File: config.mk
export PLATFORM = sky130hd
export DESIGN_NAME = dram_cmd_spacing
export DESIGN_NICKNAME = d
export VERILOG_FILES = /design/src/rtl/cst_pkg.sv /design/src/rtl/cst_cfg_regs.sv /design/src/rtl/cst_gap_counter.sv /design/src/rtl/dram_cmd_spacing.sv
export SDC_FILE = /design/constraint.sdc
export NUM_CORES = 1
export LEC_CHECK = 0
export ABC_AREA = 1
export BUFFER_PORTS_ARGS = -buffer_cell sky130_fd_sc_hd__buf_2
export CORE_AREA = 2 2 147 149
export DETAILED_ROUTE_END_ITERATION = 16
export DIE_AREA = 0 0 149 151
export GPL_ROUTABILITY_DRIVEN = 0
export PLACE_DENSITY = 0.86
export SETUP_SLACK_MARGIN = 0.5
export SLEW_MARGIN = 20
export SYNTH_ARGS = -nofsm -noshare
export SYNTH_HDL_FRONTEND = slang
export SYNTH_SLANG_ARGS = --single-unit
File: constraint.sdc
create_clock -name clk -period 3.3 [get_ports clk]
set_input_delay 0.99 -clock clk [delete_from_list [all_inputs] [get_ports clk]]
set_output_delay 0.99 -clock clk [all_outputs]
set_load 0.02 [all_outputs]
File: src/rtl/cst_pkg.sv
package cst_pkg;
    localparam int CFG_W     = 24;
    localparam int ACT_RD_W  = 4;
    localparam int WTR_S_W   = 5;
    localparam int WTR_D_W   = 4;
    localparam int RTR_S_W   = 4;
    localparam int RTR_D_W   = 4;
    localparam int PA_REF_W  = 4;
    localparam int REF_REF_W = 9;

    typedef enum logic [2:0] {
        CMD_ACT    = 3'd0,
        CMD_READ   = 3'd1,
        CMD_WRITE  = 3'd2,
        CMD_PREALL = 3'd3,
        CMD_REF    = 3'd4
    } cmd_e;

    typedef enum logic {
        GC_IDLE  = 1'b0,
        GC_COUNT = 1'b1
    } gc_state_e;

    typedef struct packed {
        logic [RTR_D_W-1:0]  rtr_diff;
        logic [RTR_S_W-1:0]  rtr_same;
        logic [WTR_D_W-1:0]  wtr_diff;
        logic [WTR_S_W-1:0]  wtr_same;
        logic [ACT_RD_W-1:0] act_rd;
    } rd_timing_t;

    typedef struct packed {
        logic [REF_REF_W-1:0] ref_ref;
        logic [PA_REF_W-1:0]  pa_ref;
    } ref_timing_t;

    localparam int RD_BITS  = $bits(rd_timing_t);
    localparam int REF_BITS = $bits(ref_timing_t);
endpackage

File: src/rtl/cst_cfg_regs.sv
module cst_cfg_regs
    import cst_pkg::*;
(
    input  logic             clk,
    input  logic             rst_n,
    input  logic             we,
    input  logic             addr,
    input  logic [CFG_W-1:0] wdata,
    output logic [CFG_W-1:0] rdata,
    output rd_timing_t       rd_cfg,
    output ref_timing_t      ref_cfg
);
    rd_timing_t  rd_q;
    ref_timing_t ref_q;
    logic        unused_wdata_hi;

    assign unused_wdata_hi = ^wdata[CFG_W-1:RD_BITS];

    always_ff @(posedge clk) begin
        if (!rst_n) begin
            rd_q  <= '0;
            ref_q <= '0;
        end else if (we) begin
            if (addr) ref_q <= wdata[REF_BITS-1:0];
            else      rd_q  <= wdata[RD_BITS-1:0];
        end
    end

    always_comb begin
        rdata = '0;
        if (addr) rdata[REF_BITS-1:0] = ref_q;
        else      rdata[RD_BITS-1:0]  = rd_q;
    end

    assign rd_cfg  = rd_q;
    assign ref_cfg = ref_q;
endmodule

File: src/rtl/cst_gap_counter.sv
module cst_gap_counter
    import cst_pkg::*;
#(
    parameter int WIDTH = 4
) (
    input  logic             clk,
    input  logic             rst_n,
    input  logic             load,
    input  logic [WIDTH-1:0] limit,
    output logic             clear
);
    gc_state_e        state_q, state_d;
    logic [WIDTH-1:0] cnt_q, cnt_d, dec, ld_val;

    always_comb begin
        dec     = (cnt_q == '0)  ? '0 : cnt_q - 1'b1;
        ld_val  = (limit == '0)  ? '0 : limit - 1'b1;
        cnt_d   = (load && (ld_val > dec)) ? ld_val : dec;
        state_d = state_q;
        unique case (state_q)
            GC_IDLE:  if (cnt_d != '0) state_d = GC_COUNT;
            GC_COUNT: if (cnt_d == '0) state_d = GC_IDLE;
            default:  state_d = GC_IDLE;
        endcase
    end

    always_ff @(posedge clk) begin
        if (!rst_n) begin
            state_q <= GC_IDLE;
            cnt_q   <= '0;
        end else begin
            state_q <= state_d;
            cnt_q   <= cnt_d;
        end
    end

    assign clear = (state_q == GC_IDLE);


    decrement_chk: assert property (@(posedge clk) disable iff (!rst_n)
        (!load && cnt_q != '0) |=> (cnt_q == $past(cnt_q) - 1'b1));


    reload_keep_chk: assert property (@(posedge clk) disable iff (!rst_n)
        (cnt_q > 1) |=> !clear);
endmodule

File: src/rtl/dram_cmd_spacing.sv
module dram_cmd_spacing
    import cst_pkg::*;
#(
    parameter int NUM_RANKS = 2,
    parameter int NUM_BANKS = 8,
    localparam int RANK_W = (NUM_RANKS > 1) ? $clog2(NUM_RANKS) : 1,
    localparam int BANK_W = (NUM_BANKS > 1) ? $clog2(NUM_BANKS) : 1
) (
    input  logic                           clk,
    input  logic                           rst_n,
    input  logic                           cmd_valid,
    input  logic [2:0]                     cmd_type,
    input  logic [RANK_W-1:0]              cmd_rank,
    input  logic [BANK_W-1:0]              cmd_bank,
    input  logic                           cfg_we,
    input  logic                           cfg_addr,
    input  logic [CFG_W-1:0]               cfg_wdata,
    output logic [CFG_W-1:0]               cfg_rdata,
    output logic [NUM_RANKS*NUM_BANKS-1:0] rd_ok,
    output logic [NUM_RANKS-1:0]           ref_ok,
    output logic                           viol
);
    localparam int NUM_RB = NUM_RANKS * NUM_BANKS;
    localparam int IDX_W  = (NUM_RB > 1) ? $clog2(NUM_RB) : 1;

    rd_timing_t  rd_cfg;
    ref_timing_t ref_cfg;
    logic        rank_in, bank_in, hit;
    logic        act_hit, rd_hit, wr_hit, pa_hit, ref_hit;
    logic [IDX_W-1:0] rd_idx;
    logic        viol_q;

    cst_cfg_regs u_cfg (
        .clk     (clk),
        .rst_n   (rst_n),
        .we      (cfg_we),
        .addr    (cfg_addr),
        .wdata   (cfg_wdata),
        .rdata   (cfg_rdata),
        .rd_cfg  (rd_cfg),
        .ref_cfg (ref_cfg)
    );

    generate
        if (NUM_RANKS == (1 << RANK_W)) begin : g_rank_full
            assign rank_in = 1'b1;
        end else begin : g_rank_part
            assign rank_in = (int'(cmd_rank) < NUM_RANKS);
        end
        if (NUM_BANKS == (1 << BANK_W)) begin : g_bank_full
            assign bank_in = 1'b1;
        end else begin : g_bank_part
            assign bank_in = (int'(cmd_bank) < NUM_BANKS);
        end
    endgenerate

    assign hit     = cmd_valid && rank_in && bank_in;
    assign act_hit = hit && (cmd_type == CMD_ACT);
    assign rd_hit  = hit && (cmd_type == CMD_READ);
    assign wr_hit  = hit && (cmd_type == CMD_WRITE);
    assign pa_hit  = hit && (cmd_type == CMD_PREALL);
    assign ref_hit = hit && (cmd_type == CMD_REF);
    assign rd_idx  = IDX_W'(int'(cmd_rank) * NUM_BANKS + int'(cmd_bank));

    genvar r, b;
    generate
        for (r = 0; r < NUM_RANKS; r++) begin : g_rank
            logic same, wrs_c, wrd_c, rds_c, rdd_c, pa_c, rf_c, rank_clear;
            assign same = (int'(cmd_rank) == r);

            cst_gap_counter #(.WIDTH(WTR_S_W)) u_wr_same (
                .clk(clk), .rst_n(rst_n), .load(wr_hit && same),
                .limit(rd_cfg.wtr_same), .clear(wrs_c));
            cst_gap_counter #(.WIDTH(WTR_D_W)) u_wr_diff (
                .clk(clk), .rst_n(rst_n), .load(wr_hit && !same),
                .limit(rd_cfg.wtr_diff), .clear(wrd_c));
            cst_gap_counter #(.WIDTH(RTR_S_W)) u_rd_same (
                .clk(clk), .rst_n(rst_n), .load(rd_hit && same),
                .limit(rd_cfg.rtr_same), .clear(rds_c));
            cst_gap_counter #(.WIDTH(RTR_D_W)) u_rd_diff (
                .clk(clk), .rst_n(rst_n), .load(rd_hit && !same),
                .limit(rd_cfg.rtr_diff), .clear(rdd_c));
            cst_gap_counter #(.WIDTH(PA_REF_W)) u_pa_ref (
                .clk(clk), .rst_n(rst_n), .load(pa_hit && same),
                .limit(ref_cfg.pa_ref), .clear(pa_c));
            cst_gap_counter #(.WIDTH(REF_REF_W)) u_ref_ref (
                .clk(clk), .rst_n(rst_n), .load(ref_hit && same),
                .limit(ref_cfg.ref_ref), .clear(rf_c));

            assign rank_clear = wrs_c && wrd_c && rds_c && rdd_c;
            assign ref_ok[r]  = pa_c && rf_c;

            for (b = 0; b < NUM_BANKS; b++) begin : g_bank
                logic act_c;
                cst_gap_counter #(.WIDTH(ACT_RD_W)) u_act (
                    .clk(clk), .rst_n(rst_n),
                    .load(act_hit && same && (int'(cmd_bank) == b)),
                    .limit(rd_cfg.act_rd), .clear(act_c));
                assign rd_ok[r*NUM_BANKS + b] = act_c && rank_clear;
            end
        end
    endgenerate

    always_ff @(posedge clk) begin
        if (!rst_n) viol_q <= 1'b0;
        else if ((rd_hit && !rd_ok[rd_idx]) || (ref_hit && !ref_ok[cmd_rank]))
            viol_q <= 1'b1;
    end

    assign viol = viol_q;


    viol_sticky_chk: assert property (@(posedge clk) disable iff (!rst_n)
        viol |=> viol);


    viol_set_chk: assert property (@(posedge clk) disable iff (!rst_n)
        (rd_hit && !rd_ok[rd_idx]) |=> viol);


    act_block_chk: assert property (@(posedge clk) disable iff (!rst_n)
        (act_hit && rd_cfg.act_rd > 1) |=> !rd_ok[$past(rd_idx)]);


    ref_block_chk: assert property (@(posedge clk) disable iff (!rst_n)
        (ref_hit && ref_cfg.ref_ref > 1) |=> !ref_ok[$past(cmd_rank)]);
endmodule

==> flow_metrics.py <==
metrics = {
    "sta": {
        "max_freq_mhz": 358,
        "rsz0062_at_grt": "true",
        "slew_headroom_pct": 52.0,
        "finalSetupViolCount": 0,
        "slew_violations": 0,
        "whs_ns": 0.493,
        "period_needed_ns": 2.79,
        "hold_violations": 0,
        "post-route-period-util_pct": 84.6,
        "fin_worst_skew_ns": 0.0120,
        "tightestPinTransition_ns": 0.718,
    },
    "yosys": {
        "synthDistinctLibCells": 46,
        "yosys.area_share.simple_pct": 31.1,
        "synth_edf_count": 0,
        "synth_top_family_by_area": "simple AND/OR/NAND/NOR gates",
        "synth_warnings": 0,
        "synth_compound_area_share_pct": 17.2,
        "synth_xor_area_share_pct": 0.425,
        "synth-seq-cells": 187,
        "syn_area_per_cell_um2": 6.56,
        "syn-instance-count": 1885,
        "async_flop_share_pct": 0,
        "synth.area.mux_share_pct": 0.162,
        "syn_area_um2": 12400,
        "synthAdderAreaFrac_pct": 12.6,
        "seq_area_frac_synth_pct": 30.3,
        "synthFlopType": "dfxtp_1",
    },
    "outcome": {
        "outcome": "finished, final reports clean",
    },
    "grt": {
        "use_met3_pct": 3.80,
        "grt_pass1_wl_mm": 49.9,
        "grtUsageTotal_pct": 27.0,
        "use_met1_pct": 33.1,
        "grt_overflow_total": 0,
        "grt_use_met2_pct": 47.4,
        "grt-busiest-layer": "met2",
        "grt_pass1_vias": 11500,
        "grt_max_degree": 71,
        "grt_antenna_before_repair": 0,
    },
    "cts": {
        "h-tree-depth": 4,
        "clkSinkCount": 187,
        "ctsRootBufferMaster": "clkbuf_16",
        "clk_pin_slew_worst_paths_ns": 0.07,
        "clock_path_buffers": 2,
        "ctsHoldBuffers": 0,
        "clock_latency_ns": 0.44,
        "cts_made_buffers": 17,
        "tritoncts": "built",
    },
    "cells_and_area": {
        "final_cells": 2270,
        "mostFrequentLayoutCells": "421 x nor2_1, 341 x nand2_1, 206 x inv_1",
        "num-fill-cells": 1695,
        "syn_to_final_growth_pct": 15.2,
        "final_net_count": 2144,
        "layout_commonest_cell": "nor2_1",
        "fin_util_pct": 68.4,
        "multi_input_area_um2": 8030,
        "drive_gt1_share_pct": 13.7,
        "seq_area_um2": 3760,
        "antenna_cells": 0,
    },
    "routing": {
        "viasPerCell": 5.58,
        "ant_nets": 0,
        "first_pass_iters": 6,
        "vias": 12700,
        "totalWireLength_mm": 31.4,
        "dr.first_iter.drc_count": 1006,
        "drc_errors": 0,
        "wl_per_cell_um": 13.8,
    },
    "worst_setup_path": {
        "r2r_setup_slack_ns": 0.51,
        "end_kind": "flop",
        "cpMaxStageDelayCell": "dfxtp_4",
        "crit_path_start_kind": "flop",
        "cp.required_ns": 3.64,
        "crit_chain": "nor2_1, inv_1, a21oi_1, inv_1, a21oi_2, buf_12, ha_1, nand4_1, nor3b_1, nand2_2, o21ai_0, inv_1, a41oi_1",
        "slowest_delay_ns": 0.36,
        "cp_max_fo": 31,
        "crit_type": "flop to flop",
        "crit_arrival_ns": 3.13,
        "cp_common_cell": "inv_1",
    },
    "power_and_ir_drop": {
        "pwr-share-seq_pct": 25.2,
        "p_leak_nw": 7.21,
        "power.share.clock_pct": 16.1,
        "p_sw_mw": 5.66,
        "internal_power_mw": 6.41,
        "swShare_pct": 46.9,
        "p_per_area_nw_per_um2": 847,
        "power_frac_comb_pct": 58.7,
        "peakVddDrop_v": 0.000466,
    },
    "place": {
        "dp_hpwl_mm": 22.7,
        "port_buffers": 72,
        "place_inst": 2212,
    },
    "floorplan": {
        "start_util_pct": 59.4,
        "rows": 53,
        "core_area_um2": 20800,
        "die_x_um": 149,
        "die_h_um": 151,
        "ios": 79,
        "die_area_um2": 22500,
    },
    "hold_path": {
        "hp-class": "flop to flop",
    },
    "flow_run": {
        "max-cap-violations": 0,
    },
}
## layout make-up
type | count | share of cell area [%]
multi-input combinational | 1439 | 56.3
sequential | 187 | 26.4
inverter | 225 | 6.03
timing repair buffer | 112 | 4.99
clock buffer | 18 | 3.01
tap | 275 | 2.41
clock inverter | 13 | 0.825
timing repair inverter | 1 | 0.0527
## path summary, 6_finish.rpt
check / from / to / cells past startpoint
max: u_cfg.rd_cfg[0]$_SDFFE_PN0P_ / g_rank[1].g_bank[6].u_act.state_q$_SDFF_PN0_ / 13
min: u_cfg.rd_cfg[5]$_SDFFE_PN0P_ / u_cfg.rd_cfg[5]$_SDFFE_PN0P_ / 2
max reg2reg: u_cfg.rd_cfg[0]$_SDFFE_PN0P_ / g_rank[1].g_bank[6].u_act.state_q$_SDFF_PN0_ / 13
min reg2reg: u_cfg.rd_cfg[5]$_SDFFE_PN0P_ / u_cfg.rd_cfg[5]$_SDFFE_PN0P_ / 2
## cells by family after synthesis
logic type / count (synthesis)
fa+ha+maj: 125
buf+inv: 263
mux: 2
xor+xnor: 6
flops: 187
other cells: 1
compound gates: 372
simple gates: 929
## layer usage
layer | wire (um) | share of wire [%]
met1 | 13400 | 43
met2 | 15100 | 48
met3 | 2010 | 6.4
met4 | 942 | 3.0
met5 | 0 | 0
## synthesized netlist by cell type, types with 8 or more instances
master	n	area (um^2)
a21o_1	16	120
nand3_1	66	330
clkbuf_1	32	120
nor2_1	428	1610
a21oi_1	135	676
a41oi_1	25	219
nor3b_1	8	60.1
o211ai_1	23	173
inv_1	215	807
nand2_1	349	1310
o21ai_0	146	731
ha_1	125	1560
inv_2	9	33.8
nand2_2	11	68.8
dfxtp_1	187	3740
nand4_1	32	200
nor2_2	8	50.1
## sequential cells by signal (all words and copies together) (netlist names), 8 cells and up
| signal | cells |
|---|---|
| g_rank.g_bank.u_act.cnt_q | 64 |
| u_cfg.rd_cfg | 21 |
| g_rank.u_ref_ref.cnt_q | 18 |
| g_rank.g_bank.u_act.state_q | 16 |
| u_cfg.ref_cfg | 13 |
| g_rank.u_wr_same.cnt_q | 10 |
| g_rank.u_pa_ref.cnt_q | 8 |
| g_rank.u_rd_diff.cnt_q | 8 |
| g_rank.u_rd_same.cnt_q | 8 |
| g_rank.u_wr_diff.cnt_q | 8 |
## stage by stage
stage | total power, mW | worst slack [ns] | setup TNS (ns) | instance area [um^2]
after global routing | 13.2 | 0.350 | 0 | 14300
after CTS | 11.5 | 0.487 | 0 | 13700
after floorplan | 8.03 | 0.442 | 0 | 12400
final | 12.1 | 0.509 | 0 | 14300
after detailed placement | 9.45 | -0.00673 | -0.00673 | 13100
after global placement | 9.13 | 0.157 | 0 | 13100
## critical path: cells and delay by family, from the launching register on
kind | cells | cell delay, ns
adder cells (fa/ha/maj) | 1 | 0.29
buffers and inverters | 4 | 0.47
AO/OA/AOI/OAI | 4 | 0.79
flip-flops | 1 | 0.36
AND/OR/NAND/NOR | 4 | 0.78
## repair_timing
action                                  CTS  global route
buffers inserted                          5            18
gates cloned                              0             4
resized for setup                        18           129
pin swaps                                 1            15
endpoints found under the setup margin   26           107
## power by group through the flow
stage,combinational (mW),sequential (mW),clock (mW)
5_1_grt,8.01,3.09,2.06
6_report,7.09,3.04,1.95
3_5_place_dp,6.38,3.08,0
4_1_cts,6.49,3.03,1.96
3_3_place_gp,6.09,3.05,0
2_1_floorplan,5.03,3.00,0
No activity file was read; power rests on OpenSTA's default activity.
